[src/rtl/mdio_pkg.sv]
package mdio_pkg;

  typedef enum logic [2:0] {
    ST_IDLE,
    ST_PRE,
    ST_HDR,
    ST_WDAT,
    ST_RTA,
    ST_RDAT,
    ST_TRAIL,
    ST_FLUSH
  } mdio_st_e;

  localparam logic [1:0] START_SHORT  = 2'b01;
  localparam logic [1:0] START_EXT    = 2'b00;
  localparam logic [1:0] OP_SHORT_RD  = 2'b10;
  localparam logic [1:0] OP_SHORT_WR  = 2'b01;
  localparam logic [1:0] OP_EXT_ADDR  = 2'b00;
  localparam logic [1:0] OP_EXT_RD    = 2'b11;
  localparam logic [1:0] OP_EXT_WR    = 2'b01;
  localparam logic [1:0] TA_DRIVE     = 2'b10;

endpackage

[src/rtl/mdio_bit_timer.sv]
module mdio_bit_timer #(
  parameter int HALF_CYC    = 13,
  parameter int RD_HIGH_CYC = 18
) (
  input  logic clk_i,
  input  logic rst_ni,
  input  logic run_i,
  input  logic in_bit_i,
  output logic mdc_o,
  output logic bit_done_o
);

  localparam int MAXC = (HALF_CYC > RD_HIGH_CYC) ? HALF_CYC : RD_HIGH_CYC;
  localparam int CW   = $clog2(MAXC + 1);

  logic [CW-1:0] cnt;
  logic          hi;

  assign mdc_o      = hi;
  assign bit_done_o = run_i && hi && (cnt == '0);

  always_ff @(posedge clk_i or negedge rst_ni) begin
    if (!rst_ni) begin
      cnt <= CW'(HALF_CYC - 1);
      hi  <= 1'b0;
    end else if (!run_i) begin
      cnt <= CW'(HALF_CYC - 1);
      hi  <= 1'b0;
    end else if (cnt == '0) begin
      hi  <= !hi;
      // input bits keep MDC high longer to cover PHY output delay
      cnt <= hi ? CW'(HALF_CYC - 1)
                : (in_bit_i ? CW'(RD_HIGH_CYC - 1) : CW'(HALF_CYC - 1));
    end else begin
      cnt <= cnt - 1'b1;
    end
  end

  // each falling edge opens a full low phase
  assert_fall_low_R9: assert property (@(posedge clk_i) disable iff (!rst_ni)
    $fell(mdc_o) |-> (!run_i || cnt == CW'(HALF_CYC - 1)));

  // MDC only rises while a frame runs
  assert_rise_run_R9: assert property (@(posedge clk_i) disable iff (!rst_ni)
    $rose(mdc_o) |-> $past(run_i));

endmodule

[src/rtl/mdio_frame_seq.sv]
module mdio_frame_seq
  import mdio_pkg::*;
#(
  parameter int PHY_AW    = 5,
  parameter int REG_AW    = 5,
  parameter int DATA_W    = 16,
  parameter int PRE_LEN   = 32,
  parameter int FLUSH_LEN = 32,
  localparam int NPHY     = 1 << PHY_AW
) (
  input  logic              clk_i,
  input  logic              rst_ni,
  input  logic              req_valid_i,
  output logic              req_ready_o,
  input  logic              req_rd_i,
  input  logic              req_ext_i,
  input  logic [PHY_AW-1:0] req_phy_i,
  input  logic [REG_AW-1:0] req_reg_i,
  input  logic [DATA_W-1:0] req_ext_addr_i,
  input  logic [DATA_W-1:0] req_wdata_i,
  input  logic              c22_op_sel_i,
  input  logic [1:0]        c22_rd_op_i,
  input  logic [1:0]        c22_wr_op_i,
  input  logic [NPHY-1:0]   ta_ignore_i,
  input  logic              bit_done_i,
  output logic              run_o,
  output logic              in_bit_o,
  output logic              mdio_o,
  output logic              mdio_oe_o,
  input  logic              mdio_i,
  output logic              rsp_done_o,
  output logic [DATA_W-1:0] rsp_rdata_o,
  output logic              rsp_ta_err_o
);

  localparam int HDR_W   = 4 + PHY_AW + REG_AW;
  localparam int WD_W    = DATA_W + 2;
  localparam int SR_A    = (PRE_LEN > WD_W) ? PRE_LEN : WD_W;
  localparam int SR_W    = (SR_A > HDR_W) ? SR_A : HDR_W;
  localparam int MAX_LEN = (SR_W > FLUSH_LEN) ? SR_W : FLUSH_LEN;
  localparam int CNT_W   = $clog2(MAX_LEN + 1);

  mdio_st_e          st;
  logic              first_q, rd_q, ext_q;
  logic [PHY_AW-1:0] phy_q;
  logic [REG_AW-1:0] reg_q;
  logic [DATA_W-1:0] addr_q, wdat_q, rsr, rdata_q;
  logic [SR_W-1:0]   sr, sr_hdr, sr_wd;
  logic [CNT_W-1:0]  bcnt, seg_len;
  logic              done_q, err_q, frame_rd, seg_last;
  logic [1:0]        start_bits, op_bits;

  assign frame_rd = rd_q && !(ext_q && first_q);

  always_comb begin
    if (!ext_q) begin
      start_bits = START_SHORT;
      if (rd_q) op_bits = c22_op_sel_i ? c22_rd_op_i : OP_SHORT_RD;
      else      op_bits = c22_op_sel_i ? c22_wr_op_i : OP_SHORT_WR;
    end else begin
      start_bits = START_EXT;
      op_bits    = first_q ? OP_EXT_ADDR : (rd_q ? OP_EXT_RD : OP_EXT_WR);
    end
  end

  assign sr_hdr = SR_W'({start_bits, op_bits, phy_q, reg_q}) << (SR_W - HDR_W);
  assign sr_wd  = SR_W'({TA_DRIVE, (ext_q && first_q) ? addr_q : wdat_q}) << (SR_W - WD_W);

  always_comb begin
    unique case (st)
      ST_PRE:   seg_len = CNT_W'(PRE_LEN);
      ST_HDR:   seg_len = CNT_W'(HDR_W);
      ST_WDAT:  seg_len = CNT_W'(WD_W);
      ST_RDAT:  seg_len = CNT_W'(DATA_W);
      ST_FLUSH: seg_len = CNT_W'(FLUSH_LEN);
      default:  seg_len = CNT_W'(1);
    endcase
  end

  assign seg_last    = (bcnt == seg_len - 1'b1);
  assign mdio_oe_o   = (st == ST_PRE) || (st == ST_HDR) || (st == ST_WDAT);
  assign mdio_o      = mdio_oe_o && sr[SR_W-1];
  assign run_o       = (st != ST_IDLE);
  assign in_bit_o    = run_o && !mdio_oe_o;
  assign req_ready_o = (st == ST_IDLE);
  assign rsp_done_o  = done_q;
  assign rsp_rdata_o = rdata_q;
  assign rsp_ta_err_o = err_q;

  always_ff @(posedge clk_i or negedge rst_ni) begin
    if (!rst_ni) begin
      st      <= ST_IDLE;
      first_q <= 1'b0;
      rd_q    <= 1'b0;
      ext_q   <= 1'b0;
      phy_q   <= '0;
      reg_q   <= '0;
      addr_q  <= '0;
      wdat_q  <= '0;
      sr      <= '0;
      bcnt    <= '0;
      rsr     <= '0;
      rdata_q <= '0;
      done_q  <= 1'b0;
      err_q   <= 1'b0;
    end else begin
      done_q <= 1'b0;
      if (st == ST_IDLE) begin
        if (req_valid_i) begin
          rd_q    <= req_rd_i;
          ext_q   <= req_ext_i;
          first_q <= req_ext_i;
          phy_q   <= req_phy_i;
          reg_q   <= req_reg_i;
          addr_q  <= req_ext_addr_i;
          wdat_q  <= req_wdata_i;
          sr      <= '1;
          bcnt    <= '0;
          st      <= ST_PRE;
        end
      end else if (bit_done_i) begin
        sr   <= sr << 1;
        bcnt <= bcnt + 1'b1;
        if (st == ST_RDAT) rsr <= {rsr[DATA_W-2:0], mdio_i};
        if (seg_last) begin
          bcnt <= '0;
          unique case (st)
            ST_PRE: begin
              st <= ST_HDR;
              sr <= sr_hdr;
            end
            ST_HDR: begin
              if (frame_rd) st <= ST_RTA;
              else begin
                st <= ST_WDAT;
                sr <= sr_wd;
              end
            end
            ST_WDAT: st <= ST_TRAIL;
            ST_RTA:  st <= (mdio_i && !ta_ignore_i[phy_q]) ? ST_FLUSH : ST_RDAT;
            ST_RDAT: st <= ST_TRAIL;
            ST_TRAIL: begin
              if (ext_q && first_q) begin
                first_q <= 1'b0;
                sr      <= '1;
                st      <= ST_PRE;
              end else begin
                st     <= ST_IDLE;
                done_q <= 1'b1;
                err_q  <= 1'b0;
                if (rd_q) rdata_q <= rsr;
              end
            end
            ST_FLUSH: begin
              st      <= ST_IDLE;
              done_q  <= 1'b1;
              err_q   <= 1'b1;
              rdata_q <= '1;
            end
            default: st <= ST_IDLE;
          endcase
        end
      end
    end
  end

  // preamble is driven ones
  assert_pre_ones_R1: assert property (@(posedge clk_i) disable iff (!rst_ni)
    (st == ST_PRE) |-> (mdio_oe_o && mdio_o));

  // accepting a request leaves the master busy
  assert_accept_busy_R11: assert property (@(posedge clk_i) disable iff (!rst_ni)
    (req_valid_i && req_ready_o) |=> !req_ready_o);

  // an error completion reports all ones
  assert_err_ones_R7: assert property (@(posedge clk_i) disable iff (!rst_ni)
    (rsp_done_o && rsp_ta_err_o) |-> (rsp_rdata_o == '1));

  // done is a single-cycle pulse
  assert_done_pulse_R12: assert property (@(posedge clk_i) disable iff (!rst_ni)
    rsp_done_o |=> !rsp_done_o);

  // response held outside the done pulse
  assert_rsp_hold_R12: assert property (@(posedge clk_i) disable iff (!rst_ni)
    !rsp_done_o |-> ($stable(rsp_rdata_o) && $stable(rsp_ta_err_o)));

endmodule

[src/rtl/mdio_master.sv]
module mdio_master #(
  parameter int HALF_CYC    = 13,
  parameter int RD_HIGH_CYC = 18
) (
  input  logic        clk_i,
  input  logic        rst_ni,
  input  logic        req_valid_i,
  output logic        req_ready_o,
  input  logic        req_rd_i,
  input  logic        req_ext_i,
  input  logic [4:0]  req_phy_i,
  input  logic [4:0]  req_reg_i,
  input  logic [15:0] req_ext_addr_i,
  input  logic [15:0] req_wdata_i,
  input  logic        c22_op_sel_i,
  input  logic [1:0]  c22_rd_op_i,
  input  logic [1:0]  c22_wr_op_i,
  input  logic [31:0] ta_ignore_i,
  output logic        mdc_o,
  output logic        mdio_o,
  output logic        mdio_oe_o,
  input  logic        mdio_i,
  output logic        rsp_done_o,
  output logic [15:0] rsp_rdata_o,
  output logic        rsp_ta_err_o
);

  logic run, in_bit, bit_done;

  mdio_bit_timer #(
    .HALF_CYC   (HALF_CYC),
    .RD_HIGH_CYC(RD_HIGH_CYC)
  ) u_timer (
    .clk_i     (clk_i),
    .rst_ni    (rst_ni),
    .run_i     (run),
    .in_bit_i  (in_bit),
    .mdc_o     (mdc_o),
    .bit_done_o(bit_done)
  );

  mdio_frame_seq #(
    .PHY_AW   (5),
    .REG_AW   (5),
    .DATA_W   (16),
    .PRE_LEN  (32),
    .FLUSH_LEN(32)
  ) u_seq (
    .clk_i         (clk_i),
    .rst_ni        (rst_ni),
    .req_valid_i   (req_valid_i),
    .req_ready_o   (req_ready_o),
    .req_rd_i      (req_rd_i),
    .req_ext_i     (req_ext_i),
    .req_phy_i     (req_phy_i),
    .req_reg_i     (req_reg_i),
    .req_ext_addr_i(req_ext_addr_i),
    .req_wdata_i   (req_wdata_i),
    .c22_op_sel_i  (c22_op_sel_i),
    .c22_rd_op_i   (c22_rd_op_i),
    .c22_wr_op_i   (c22_wr_op_i),
    .ta_ignore_i   (ta_ignore_i),
    .bit_done_i    (bit_done),
    .run_o         (run),
    .in_bit_o      (in_bit),
    .mdio_o        (mdio_o),
    .mdio_oe_o     (mdio_oe_o),
    .mdio_i        (mdio_i),
    .rsp_done_o    (rsp_done_o),
    .rsp_rdata_o   (rsp_rdata_o),
    .rsp_ta_err_o  (rsp_ta_err_o)
  );

  // bus quiet while idle
  assert_idle_quiet_R10: assert property (@(posedge clk_i) disable iff (!rst_ni)
    req_ready_o |-> (!mdc_o && !mdio_oe_o));

endmodule

[config.mk]
export PLATFORM = sky130hd
export DESIGN_NAME = mdio_master
export DESIGN_NICKNAME = d
export VERILOG_FILES = /design/src/rtl/mdio_pkg.sv /design/src/rtl/mdio_bit_timer.sv /design/src/rtl/mdio_frame_seq.sv /design/src/rtl/mdio_master.sv
export SDC_FILE = /design/constraint.sdc
export NUM_CORES = 1
export LEC_CHECK = 0
export BUFFER_PORTS_ARGS = -buffer_cell sky130_fd_sc_hd__buf_2
export CORE_ASPECT_RATIO = 0.75
export CORE_MARGIN = 5
export CORE_UTILIZATION = 60
export DETAILED_ROUTE_END_ITERATION = 10
export PLACE_DENSITY = 0.85
export SYNTH_ARGS = -nofsm -noshare
export SYNTH_HDL_FRONTEND = slang
export SYNTH_SLANG_ARGS = --single-unit
[constraint.sdc]
create_clock -name clk_i -period 7.6 [get_ports clk_i]
set_clock_uncertainty 0.2 [all_clocks]
set_input_delay 1.52 -clock clk_i [delete_from_list [all_inputs] [get_ports clk_i]]
set_output_delay 1.52 -clock clk_i [all_outputs]
set_load 0.01 [all_outputs]
== After elaboration in Yosys (flattened, before gate mapping) ==
Index checks and enable logic that the tools add are counted.
Word-level totals
  bits in latches: 0
  word-level logic and storage cells: 115
  bits in read-only memories: 0
  output and inout bits: 22
  memory bits (writable): 0
  register bits after elaboration: 126
  memories: 0
  input port bits: 85
Cells by class
  bitwise gates (word level): 1
  shift operators: 0
  eq/ne operators: 12
  magnitude comparators: 1
  reduce and logical (&&, ||, !) cells: 30
  multiply operators: 0
  div/mod/pow operators: 0
  add/subtract/negate cells: 3
  muxes and demuxes: 52
Operators with widths (count)
  2-to-1 mux 32 bit: 6
  one-hot mux 32 bit (3 select lines): 1
  2-to-1 mux 16 bit: 3
  one-hot mux 16 bit (2 select lines): 1
  2-to-1 mux 6 bit: 4
  one-hot mux 6 bit (4 select lines): 1
  2-to-1 mux 5 bit: 4
  2-to-1 mux 1 bit: 16
  2-to-1 mux 3 bit: 5
  one-hot mux 3 bit (5 select lines): 1
  2-to-1 mux 2 bit: 7
  equality test 3 bit, second input constant: 4
  AND reduction 5 bit: 2
  nonzero test 2 bit: 5
  logical AND 1 bit: 7
  adder 6 x 1 -> 6 bit, second input constant: 1
  equality test 3 x 2 -> 1 bit, second input constant: 2
  equality test 6 bit: 1
  < comparator 5 x 6 -> 1 bit, second input constant: 1
  != test 2 bit, second input constant: 3
  AND reduction 3 bit: 2
  AND reduction 6 bit: 1
  subtractor 6 x 1 -> 6 bit, second input constant: 1
  binary-select mux 1 bit (select 5 bit): 1
  other kinds (12): 19

== Logic depth before layout (Yosys ltp) ==
Gate-level depths: netlist of run 1.
  depth after elaboration: 9
  mapped depth: 12
  depth with buffers taken out: 8

== Hierarchy ==
A second synthesis of run 1 with hierarchy kept.
Unflattened totals
  cell total of the unflattened synthesis: 664
  area, all modules: 6208.5 µm²
By module, submodules not included
  mdio_frame_seq: sequential area each 3002.9 µm², cells each 638, area an instance 5901.9 µm², times used 1
  mdio_bit_timer: sequential area each 152.6 µm², cells each 26, area an instance 306.5 µm², times used 1

== Worst setup path after synthesis of run 1 ==
OpenSTA, ideal clock, no wires.
  path kind: flip-flop to flip-flop
  from: register u_seq.st[0]
  to: register u_seq.rdata_q[0], in the netlist u_seq.rsp_rdata_o[0]
  data required time: 7.279 ns
  setup time: 0.121 ns
  path slack: 4.429 ns
  data arrival time: 2.850 ns
  cell stages (with the launch flop): 12
  path through: dfrtp_1 > buf_2 > nor2b_1 > nand2_1 > ha_1 > xnor2_1 > a211oi_2 > nand3_4 > or4_1 > buf_2 > buf_6 > o22a_1
On the way
  word-level cells in the longest chain between the ends: 6
  elaborated cells on any way between the ends: 20
Ends and longest elaborated chain
  from (decl): RTL line mdio_frame_seq.sv:43  | mdio_st_e st;
  from (signal assigned): RTL line mdio_frame_seq.sv:140  | ST_RTA: st <= (mdio_i && !ta_ignore_i[phy_q]) ? ST_FLUSH : ST_RDAT;
  equality test 3 bit or equality test 3 x 1 -> 1 bit (tied branches): RTL line mdio_frame_seq.sv:70, mdio_frame_seq.sv:127
  OR reduction 2 bit (no line)
  one-hot mux 6 bit (4 select lines): RTL line mdio_frame_seq.sv:70  | unique case (st)
  subtractor 6 x 1 -> 6 bit: RTL line mdio_frame_seq.sv:80  | assign seg_last = (bcnt == seg_len - 1'b1);
  equality test 6 bit: RTL line mdio_frame_seq.sv:80
  AND reduction 6 bit (no line)
  to (signal assigned): RTL line mdio_frame_seq.sv:151  | if (rd_q) rdata_q <= rsr;
  to (decl): RTL line mdio_frame_seq.sv:47  | logic [DATA_W-1:0] addr_q, wdat_q, rsr, rdata_q;
Parallel ways exist; a longest one is shown, timed or not.
A chain may end at the register's enable or synchronous reset.

== Worst setup path in the final report of run 1 ==
  from: register u_seq.st[0]
  to: register u_seq.sr[14]
On the way
  word-level cells in the longest chain between the ends: 8
  elaborated cells on any way between the ends: 21
Ends and longest elaborated chain
  equality test 3 bit or equality test 3 x 1 -> 1 bit (tied branches): RTL line mdio_frame_seq.sv:70, mdio_frame_seq.sv:127
  OR reduction 2 bit (no line)
  one-hot mux 6 bit (4 select lines): RTL line mdio_frame_seq.sv:70
  subtractor 6 x 1 -> 6 bit: RTL line mdio_frame_seq.sv:80
  equality test 6 bit: RTL line mdio_frame_seq.sv:80
  2-to-1 mux 32 bit: RTL line mdio_frame_seq.sv:125  | if (seg_last) begin
  2-to-1 mux 32 bit: RTL line mdio_frame_seq.sv:121  | end else if (bit_done_i) begin
  2-to-1 mux 32 bit: RTL line mdio_frame_seq.sv:108  | if (st == ST_IDLE) begin
  to (signal assigned): RTL line mdio_frame_seq.sv:122  | sr <= sr << 1;
  to (signal assigned): RTL line mdio_frame_seq.sv:130  | sr <= sr_hdr;
  to (signal assigned): RTL line mdio_frame_seq.sv:136  | sr <= sr_wd;
  to (decl): RTL line mdio_frame_seq.sv:48  | logic [SR_W-1:0] sr, sr_hdr, sr_wd;
Parallel ways exist; a longest one is shown, timed or not. The select of a mux whose other input is x is not followed.

==> impl_results.md, run 1 <==
* Area of the multi-input gates at between 0.002 and 0.003 mm^2
* Layout Cells excl Fill at ~900
* Final Core Density at 72.1%
* HP Class: reg2reg
* Combinational share of power at 18.5%
* Clk network pwr share at 39.4%
* WL final at 16.1 mm
* Int Power at about 1.4 mW
* CTS sink cnt at between 100 and 150
* DRC at 0
* Post-synth EDFFs at 0
* Sw Pwr at 0.625 mW
* Worst slew margin at between 10% and 20%
* Async set-reset flop share out of synthesis at 100%
* Post-synthesis mux area share at 6.76%
* Met3 usage at 7.47%
* Clk buf depth at 2
* Dpl ws at roughly 3.7 ns
* Max-Cap Viols at 0
* Post-synth top flop: dfrtp_1
* Slew @ Worst Pin at 1.28 ns
* Pwr dens at 283 mW/mm^2
* Synth Area in Compound Gates at around 15%
* Post_cts resized at 0
* Final Slew Violations at 0
* Combinational family with the most area after synthesis: simple AND/OR/NAND/NOR gates
* Largest net degree at the start of global routing at 73
* Area leader, netlist: dfrtp_1
* Reg area at approximately 0.0032 mm^2
* CP Max Fanout at 23
* GRT busiest layer: met2
* Sequential share of power at a little over two fifths
* Worst hold start: u_seq.addr_q[11]$_DFFE_PN0P_
* Worst Path Required at roughly 7.7 ns
* Clk Latency, worst-skew pair at 0.42 ns
* Vias in the first global route at between 5000 and 6000
* First-pass GRT wire length at 27.0 mm
* Num ports at ~110
* Final setup violation count at 0
* Synth Net Count at around 740
* DRT iter0 DRCs at 469
* Via count at roughly 5400
* CP Class: reg2reg
* Period utilisation layout at between 50% and 60%
* Initial core utilization at about 60%
* Cell leakage power at about 3.5 nW
* PortBufs at about 110
* Root Buffer: clkbuf_16
* Fillcell total at between 700 and 800
* Initial antenna violation count at 0
* TritonCTS Buffers at 17
* Commonest non-fill, non-tap cells in the layout: 184 x nand2_1, 124 x dfrtp_1, 105 x buf_2
* Met2 GRT Util at between 40% and 50%
* Final Hold Viols at 0
* Post-Synthesis Cell Area at around 0.006 mm^2
* Synth cell types at 62
* Row cnt at 32
* Sequential cell area fraction in the yosys report at 51.5%
* Drt wl/cell at between 15 and 20 um
* Post-CTS setup buffers at 0
* Outcome: complete, no violations
* Worst Reg2Reg Path Length in Cells at 8
* Area Overhead vs Synth at 19.1%
* Nets@finish at between 800 and 900
* Crit end category: flip-flop
* Commonest non-fill, non-tap cell in the layout: nand2_1
* Placed Cells incl. Taps at ~860
* Final Instance Area at roughly 0.0073 mm^2
* Yosys top cell area share at 50.6%
* Clock slew at reported path FFs at ~0.060 ns
* DIE WIDTH at 127 um
* Synthesis-stage register bit count at approximately 130
* Final setup TNS at 0 ns
* Synth area leaders: dfrtp_1 51%, nand2_1 11%, mux2_2 3.1%
* Routability cong. at around 0.94
* Hold slack final at around 0.27 ns
* Post-Syn Area per Cell at roughly 9.5 um^2
* Met1 usage at between 30 and 40%
* Reg2reg start: u_seq.st[0]$_DFFE_PN0P_
* Arr. time, crit path at roughly 4.2 ns
* Gr usage total at a little over a quarter
* Chip Height at 97.5 um
* Peak Freq at 242 MHz
* Adder-Cell Fraction of Synth Area at less than 1%
* Critical path launch point type: flip-flop
* CTS hold repair buffers at 0
* Fraction of layout instances using a drive strength above 1 at between 20 and 25%
* Synth Area in Simple Gates at 21.4%
* RSZ-0062 raised after global routing: no
* Core Box Area at 0.0101 mm^2
* Critical path startpoint: u_seq.st[0]$_DFFE_PN0P_
* XOR/XNOR Fraction of Synth Area at roughly 1.1%
* Worst hold stages at 2
* CTS tree: yes
* Vias per cell at 6.07
* Die ar. at approximately 0.012 mm^2
* Total power at slightly above 2 mW
* H-tree levels at 4
* Placed inst area at ~0.0067 mm^2
* Routed Antenna Nets at 0
* GRT Residual Overflow at 0
* Count of TritonRoute iterations in the first routing pass at 5
* Dpl hpwl at approximately 11 mm
* Syn Inst Count at 647
* Ys Warns at 0
* Ant diodes at 0
* Final Worst Setup Slack at approximately 3.5 ns
* VDD IR max at 0.000195 V
* Sw frac at between 30% and 40%
* Crit path time final at approximately 4.1 ns
-- Yosys cell counts, types with 3 or more instances --
cell        n
nor2_1     45
mux2i_1    11
nand2b_1    3
dfrtp_1   124
xnor2_1     5
a211oi_1    6
inv_1       8
nand3_1    17
o21a_1      8
a21oi_1    23
nand4_1     3
ha_1        3
o21ai_0    26
a221oi_1    5
o22a_1     16
nor2b_1     5
mux2_2     17
and2_1      5
nor3_1      8
o22ai_1    17
a221o_1     3
mux4_2      5
a31oi_1     4
o221a_2     6
o21ai_1     6
nor4_1      4
nor3b_1     4
nand2_1   184
clkbuf_1   26
buf_2       8
-- final cells by class --
| cell class | count | share of cell area (%) |
|---|---|---|
| Tap cell | 136 | 2.33 |
| Inverter | 8 | 0.411 |
| Clock buffer | 21 | 6.44 |
| Multi-Input combinational cell | 475 | 38.0 |
| Clock inverter | 11 | 1.78 |
| Timing Repair Buffer | 111 | 7.81 |
| Sequential cell | 126 | 43.2 |
-- layer usage --
metal	wire length, um	up-vias	part of all wire (%)
met2	8070	242	50
met4	430	0	2.7
met1	6430	2647	40
met5	0	-	0
met3	1180	52	7.3
li1	-	2452	-
-- power groups by stage --
stage	clock network [mW]	logic (mW)	registers [mW]
global placement	0	0.359	0.870
detailed placement	0	0.374	0.878
CTS	0.820	0.380	0.868
floorplan	0	0.292	0.834
global route	0.854	0.428	0.883
finish	0.815	0.383	0.870
-- worst max-delay path, stage by stage, from the launching register on --
cell       delay (ns)
dfrtp_1          0.61
nor2b_1          0.40
nand2_1          0.23
ha_1             0.35
xnor2_1          0.17
a2111oi_2        0.58
nand3_1          0.53
nor2b_1          0.73
o22ai_1          0.17
-- path summary, 6_finish.rpt --
| check | slack [ns] | to |
|---|---|---|
| min | 0.27 | u_seq.addr_q[11]$_DFFE_PN0P_ |
| min in group asynchronous | 0.95 | u_timer.cnt[0]$_DFF_PN0_ |
| max in group asynchronous | 4.92 | u_seq.rsp_rdata_o[9]$_DFFE_PN0P_ |
| min reg2reg | 0.27 | u_seq.addr_q[11]$_DFFE_PN0P_ |
| max reg2reg | 3.46 | u_seq.sr[14]$_DFFE_PN0P_ |
| max | 3.46 | u_seq.sr[14]$_DFFE_PN0P_ |
-- logic make-up (layout without fill, tap and decap cells) --
family                     count (synthesis)  in the layout
adders and majority gates                  3              3
AOI/OAI and AO/OA                        135            135
buffers and inverters                     46            151
DFF                                      126            126
muxes                                     33             33
and+or+nand+nor                          297            297
xor gates and xnor gates                   7              7
-- flip-flops by register name (all words and copies together), names as in the netlist --
register            count
u_seq.sr               32
u_seq.addr_q           16
u_seq.rsp_rdata_o      16
u_seq.rsr              16
u_seq.wdat_q           16
u_seq.bcnt              6
u_seq.phy_q             5
u_seq.reg_q             5
u_timer.cnt             5
u_seq.st                3
u_seq.ext_q             1
u_seq.first_q           1
u_seq.rd_q              1
u_seq.rsp_done_o        1
u_seq.rsp_ta_err_o      1
u_timer.mdc_o           1
Note: power is estimated with default switching activity, not from simulation.
==> run 2, diff against run 1 <==
- CORE_UTILIZATION: 60 -> 51
- PLACE_DENSITY: 0.85 -> 0.77
- clock period: 7.6 -> 3.4 ns (I/O delays scaled with it)
==> run 2 against run 1 <==
Die area grew 16%. Global-route usage shrank 4.1 points. Routed wire length shrank 1.1%. Critical path type unchanged.
==> impl_results.md, run 2 (synthesis gave the netlist of run 1 again) <==
* Outcome: complete, no violations
* Worst slew margin at 47.3% (+33 points)
* Met1 usage at 30.3% (-3.7 points)
* DIE WIDTH at 137 um (+7.8%)
* Num ports at 107 (unchanged)
* Clk buf depth at 2 (unchanged)
* Row cnt at 34 (+6.3%)
* Critical path launch point type: flip-flop
* Int Power at 3.21 mW (+120%)
* Met2 GRT Util at 36.6% (-7.1 points)
* Final Hold Viols at 0 (unchanged)
* Nets@finish at 843 (+1.9%)
* Final Slew Violations at 0 (unchanged)
* H-tree levels at 4 (unchanged)
* Final Instance Area at 0.00745 mm^2 (+2.0%)
* Final setup violation count at 0 (unchanged)
* Routed Antenna Nets at 0 (unchanged)
* Root Buffer: clkbuf_16
* VDD IR max at 0.000378 V (+93%)
* Crit-path cells: nor2b_1, nand2_1, ha_1, xnor2_1, a211oi_2, nand3_4, or4_4, o22a_1
* Critical path startpoint: u_seq.st[1]$_DFFE_PN0P_
* Largest reg by FF count: u_seq.sr
* Arr. time, crit path at 3.16 ns (-1.03 ns)
* Ant diodes at 0 (unchanged)
* Die ar. at 0.0143 mm^2 (+16%)
* Sw Pwr at 1.38 mW (+120%)
* Top Family by Delay on Critical Path: simple AND/OR/NAND/NOR gates
* CTS sink cnt at 126 (unchanged)
* Initial antenna violation count at 0 (unchanged)
* Crit path time final at 3.07 ns (-1.06 ns)
* Combinational share of power at 19.2% (+0.7 points)
* Dpl hpwl at 11.2 mm (+4.6%)
* CP Capture Point: u_seq.rsp_rdata_o[10]$_DFFE_PN0P_
* Worst Path Required at 3.49 ns (-4.16 ns)
* Via count at 5322 (-1.3%)
* Vias per cell at 5.73 (-5.7%)
* GRT busiest layer: met2
* CTS tree: yes
* Final setup TNS at 0 ns (unchanged)
* CP Max Fanout at 16 (-30%)
* Max-Cap Viols at 0 (unchanged)
* Max FFs per register at 32 (unchanged)
* Pwr dens at 616 mW/mm^2 (+120%)
* CP Class: reg2reg
* Sequential share of power at 42.1% (about the same)
* Sw frac at 30.0% (-0.20 points)
* Crit end category: flip-flop
* First-pass GRT wire length at 26.1 mm (-3.3%)
* WP buf/inv at 0 (unchanged)
* Commonest non-fill, non-tap cell in the layout: nand2_1
* RSZ-0062 raised after global routing: no
* Post-CTS setup buffers at 0 (unchanged)
* Count of TritonRoute iterations in the first routing pass at 5 (unchanged)
* Vias in the first global route at 5319 (-5.1%)
* Clk network pwr share at 38.6% (-0.8 points)
* Largest net degree at the start of global routing at 57 (-22%)
* GRT Residual Overflow at 0 (unchanged)
* WL final at 15.9 mm (-1.1%)
* Worst Reg2Reg Path Length in Cells at 8 (unchanged)
* Area Overhead vs Synth at 21.5%
* Crit path depth at 8 (unchanged)
* Clk Latency, worst-skew pair at 0.41 ns (about the same)
* CP peak stage delay at 0.69 ns (-0.04 ns)
* HP Class: in2async
* Cell leakage power at 3.57 nW (+1.8%)
* DRT iter0 DRCs at 495 (+5.5%)
* Crit-path slowest cell: or4_4
* Fraction of layout instances using a drive strength above 1 at 25.8% (+1.3 points)
* Placed inst area at 0.00687 mm^2 (+2.5%)
* Slew @ Worst Pin at 0.785 ns (-0.497 ns)
* Initial core utilization at 52.4% (-8.1 points)
* Gr usage total at 22.9% (-4.1 points)
* TritonCTS Buffers at 17 (unchanged)
* Clock slew at reported path FFs at 0.06 ns (about the same)
* Period utilisation layout at 90.4% (+36 points)
* Commonest non-fill, non-tap cells in the layout: 184 x nand2_1, 124 x dfrtp_1, 105 x buf_2
* DRC at 0 (unchanged)
* Met3 usage at 6.53% (-0.94 points)
* PortBufs at 106 (unchanged)
* Peak Freq at 325 MHz (+35%)
* FF-to-FF End: u_seq.rsp_rdata_o[10]$_DFFE_PN0P_
* Reg2reg start: u_seq.st[1]$_DFFE_PN0P_
* Routability cong. at 0.960 (+2.1%)
* R2r setup slk at 0.33 ns (-3.14 ns)
* Drt wl/cell at 17.1 um (-5.5%)
* Core Box Area at 0.0117 mm^2 (+15%)
* Chip Height at 105 um (+7.6%)
-- run 2: worst min-delay path by stage --
| stage | depth (start not counted) | slack, ns | to |
|---|---|---|---|
| final | 1 | 0.12 | u_seq.ext_q$_DFFE_PN0P_ |
| after global routing | 1 | 0.18 | u_timer.cnt[0]$_DFF_PN0_ |
| after CTS | 1 | 0.14 | u_timer.cnt[1]$_DFF_PN0_ |
| after detailed placement | 2 | 0.26 | u_seq.wdat_q[14]$_DFFE_PN0P_ |
| after global placement | 2 | 0.25 | u_seq.wdat_q[14]$_DFFE_PN0P_ |
| after floorplan | 0 | 0.18 | u_seq.addr_q[0]$_DFFE_PN0P_ |
-- run 2: routing by layer --
layer / vias up / part of all wire, %
met5: - / 0
met4: 0 / 1.9
met3: 43 / 6.9
met2: 223 / 48
met1: 2567 / 43
li1: 2489 / -
-- run 2: area by class of cell --
class / count / area, um^2
Inverter: 8 / 30.0
Clock buffer: 22 / 464
Tap cell: 162 / 203
Timing Repair Buffer: 127 / 703
Multi-Input combinational cell: 475 / 2780
Fill cell: 964 / 4250
Clock inverter: 9 / 110
Sequential cell: 126 / 3160
-- run 2: per-stage QoR --
| stage | power (mW) | setup WS (ns) | hold slack (ns) | util, % | std cells |
|---|---|---|---|---|---|
| floorplan | 2.52 | 0.229 | 0.184 | - | 647 |
| finish | 4.59 | 0.327 | 0.120 | 63.7 | 929 |
| CTS | 4.61 | 0.125 | 0.138 | 63.6 | 929 |
| global route | 4.80 | 0.133 | 0.179 | 63.7 | 929 |
| detailed placement | 2.83 | 0.173 | 0.260 | 58.7 | 898 |
| global placement | 2.78 | 0.317 | 0.253 | 58.7 | 898 |
-- run 2: timing repair --
| action | CTS | global route |
|---|---|---|
| resized for setup | 0 | 1 |
| hold buffers | 0 | 0 |
| setup endpoints to repair | 0 | 16 |
-- run 2: power groups by stage --
stage	clock network, mW	registers, mW	logic (mW)
global placement	0	1.94	0.836
finish	1.77	1.93	0.882
global route	1.85	1.96	0.986
CTS	1.79	1.93	0.882
floorplan	0	1.86	0.653
detailed placement	0	1.95	0.874
==> run 3, diff against run 2 <==
- CORE_UTILIZATION: 51 -> 56
- PLACE_DENSITY: 0.77 -> 0.8
- clock period: 3.4 -> 3.15 ns (I/O delays scaled with it)
==> run 3 against run 2 <==
Worst hold slack got worse by 0.066 ns. Via count increased by 2.4%. Critical path depth increased by 1. Clock-buffer cell count decreased by 3. Final area increased by 0.96%. Clock power increased by 19%. Non-clock buffer count increased by 3. Routed wire length increased by 1.9%. Critical endpoint is now u_seq.rsp_rdata_o[6]$_DFFE_PN0P_. Largest cell class unchanged. Highest routed layer unchanged.
==> impl_results.md, run 3 (synthesis gave the netlist of run 1 again) <==
* Max-Cap Viols at 0 (unchanged)
* Combinational share of power at 18.7% (-0.5 points)
* Crit path time final at 3.01 ns (-0.0583 ns)
* Clock slew at reported path FFs at 0.06 ns (about the same)
* Area Overhead vs Synth at 22.6%
* Outcome: complete, no violations
* Routed met1 length at 6.69 mm (-2.5%)
* Commonest non-fill, non-tap cell in the layout: nand2_1
* Fraction of layout instances using a drive strength above 1 at 26.6% (+0.77 points)
* Root Buffer: clkbuf_16
* Period utilisation layout at 95.7% (+5.3 points)
* Crit-path slowest cell: or4_1
* Arr. time, crit path at 3.11 ns (-0.05 ns)
* Num ports at 107 (unchanged)
* Final Slew Violations at 0 (unchanged)
* Routability cong. at 0.852 (-11%)
* Vias in the first global route at 5460 (+2.7%)
* Post-CTS setup buffers at 0 (unchanged)
* WP buf/inv at 1 (+1)
* DRC at 0 (unchanged)
* Routed wl met3 at 1.18 mm (+7.8%)
* Int Power at 3.65 mW (+14%)
* Slew @ Worst Pin at 0.823 ns (+0.0378 ns)
* DRT iter0 DRCs at 547 (+11%)
* CTS tree: yes
* Placed Cells incl. Taps at 879 (-2.1%)
* Sw frac at 29.7% (-0.33 points)
* Commonest non-fill, non-tap cells in the layout: 184 x nand2_1, 124 x dfrtp_1, 105 x buf_2
* PortBufs at 106 (unchanged)
* R2r setup slk at 0.14 ns (-0.19 ns)
* CP Max Fanout at 16 (unchanged)
* FF-to-FF End: u_seq.rsp_rdata_o[6]$_DFFE_PN0P_
* Sequential share of power at 40.5% (-1.6 points)
* Dpl ws at 0.222 ns (+0.0489 ns)
* Top layer in use: met4
* Drt wl/cell at 17.8 um (+3.9%)
* Via count at 5448 (+2.4%)
* Top Family by Delay on Critical Path: simple AND/OR/NAND/NOR gates
* Count of TritonRoute iterations in the first routing pass at 7 (+2)
* Die ar. at 0.0132 mm^2 (-8.2%)
* TritonCTS Buffers at 17 (unchanged)
* RSZ-0062 raised after global routing: no
* Core Box Area at 0.0108 mm^2 (-7.5%)
* GRT Residual Overflow at 0 (unchanged)
* Initial antenna violation count at 0 (unchanged)
* Worst Reg2Reg Path Length in Cells at 9 (+1)
* Final Hold Viols at 0 (unchanged)
* Crit-path cells: nor2b_2, nand2_1, ha_1, xnor2_1, a211oi_2, nand3_4, or4_1, buf_4, o22a_1
* Reg2reg start: u_seq.st[0]$_DFFE_PN0P_
* CTS sink cnt at 126 (unchanged)
* H-tree levels at 4 (unchanged)
* Sw Pwr at 1.54 mW (+12%)
* Ant diodes at 0 (unchanged)
* Pwr dens at 690 mW/mm^2 (+12%)
* Max FFs per register at 32 (unchanged)
* DIE WIDTH at 131 um (-4.2%)
* First-pass GRT wire length at 26.9 mm (+3.2%)
* Met2 wire len at 7.84 mm (+2.2%)
* HP Class: in2async
* Final Worst Setup Slack at 0.136 ns (-0.192 ns)
* Final setup violation count at 0 (unchanged)
* VDD IR max at 0.000553 V (+46%)
* Clk network pwr share at 40.7% (+2.1 points)
* Peak Freq at 332 MHz (+1.9%)
* Cell leakage power at 3.61 nW (+1.2%)
* Largest net degree at the start of global routing at 127 (+120%)
* Final setup TNS at 0 ns (unchanged)
* Clk Latency, worst-skew pair at 0.42 ns (about the same)
* Chip Height at 101 um (-4.1%)
* Initial core utilization at 56.7% (+4.3 points)
* Worst Path Required at 3.25 ns (-0.24 ns)
* CP peak stage delay at 0.54 ns (-0.15 ns)
* Crit end category: flip-flop
* Layout Cells excl Fill at 911 (-1.9%)
* Largest reg by FF count: u_seq.sr
* CP Class: reg2reg
* Dpl hpwl at 10.8 mm (-3.5%)
* Gr usage total at 26.1% (+3.2 points)
* Critical path launch point type: flip-flop
* Routed Antenna Nets at 0 (unchanged)
* Vias per cell at 5.98 (+4.4%)
* Clk buf depth at 2 (unchanged)
* Worst slew margin at 44.8% (-2.5 points)
* Nets@finish at 846 (+0.36%)
* Row cnt at 33 (-2.9%)
* WL final at 16.2 mm (+1.9%)
==> run 3: power groups by stage <==
stage | Combinational, mW | Sequential [mW] | Clock [mW]
CTS | 0.969 | 2.09 | 2.13
finish | 0.971 | 2.10 | 2.11
floorplan | 0.705 | 2.01 | 0
detailed placement | 0.948 | 2.11 | 0
global route | 1.09 | 2.12 | 2.20
global placement | 0.914 | 2.10 | 0
==> run 3: repair_timing <==
item                                   CTS  global route
gates resized for setup                  0             0
hold buffers                             0             0
setup endpoints to repair                0            12
endpoints found under the hold margin    0             0
==> run 3: how the worst max path moves through the flow <==
| stage | to | cells past startpoint | start |
|---|---|---|---|
| 3_5_place_dp | u_seq.rsp_rdata_o[10]$_DFFE_PN0P_ | 9 | u_seq.st[0]$_DFFE_PN0P_ |
| 4_1_cts | u_seq.rsp_rdata_o[10]$_DFFE_PN0P_ | 9 | u_seq.st[0]$_DFFE_PN0P_ |
| 3_3_place_gp | u_seq.rsp_rdata_o[2]$_DFFE_PN0P_ | 9 | u_seq.st[0]$_DFFE_PN0P_ |
| 5_1_grt | u_seq.rsp_rdata_o[10]$_DFFE_PN0P_ | 9 | u_seq.st[0]$_DFFE_PN0P_ |
| 6_report | u_seq.rsp_rdata_o[6]$_DFFE_PN0P_ | 9 | u_seq.st[0]$_DFFE_PN0P_ |
| 2_1_floorplan | u_seq.rsp_rdata_o[0]$_DFFE_PN0P_ | 11 | u_seq.st[0]$_DFFE_PN0P_ |
==> run 3: final cells by class <==
| type | count | area [um^2] |
|---|---|---|
| flip-flops and latches | 126 | 3160 |
| multi-input cells | 475 | 2780 |
| well taps | 140 | 175 |
| fillers | 817 | 3300 |
| inverters | 8 | 30.0 |
| clock inverters | 13 | 186 |
| repair buffers | 130 | 738 |
| clock buffers | 19 | 453 |
==> run 3: metal layers <==
metal | global-route usage, % | vias up
met4 | 11.6 | 0
met2 | 40.6 | 251
met1 | 34.7 | 2659
met5 | 0 | -
met3 | 6.51 | 53
li1 | - | 2485
==> run 3: metrics by stage <==
stage | area (um^2) | hold WS, ns | util (%) | power [mW]
after CTS | 7520 | 0.144 | 69.5 | 5.19
after global routing | 7520 | 0.151 | 69.5 | 5.42
after floorplan | 6130 | 0.134 | - | 2.72
final | 7520 | 0.0540 | 69.5 | 5.18
after detailed placement | 6880 | 0.263 | 63.6 | 3.06
after global placement | 6880 | 0.258 | 63.6 | 3.01
==> run 3: worst register-to-register path, stage by stage (launching register included) <==
cell and delay [ns]:
dfrtp_1 0.42, nor2b_2 0.18, nand2_1 0.17, ha_1 0.36, xnor2_1 0.19, a211oi_2 0.33, nand3_4 0.10, or4_1 0.54
buf_4 0.21, o22a_1 0.20
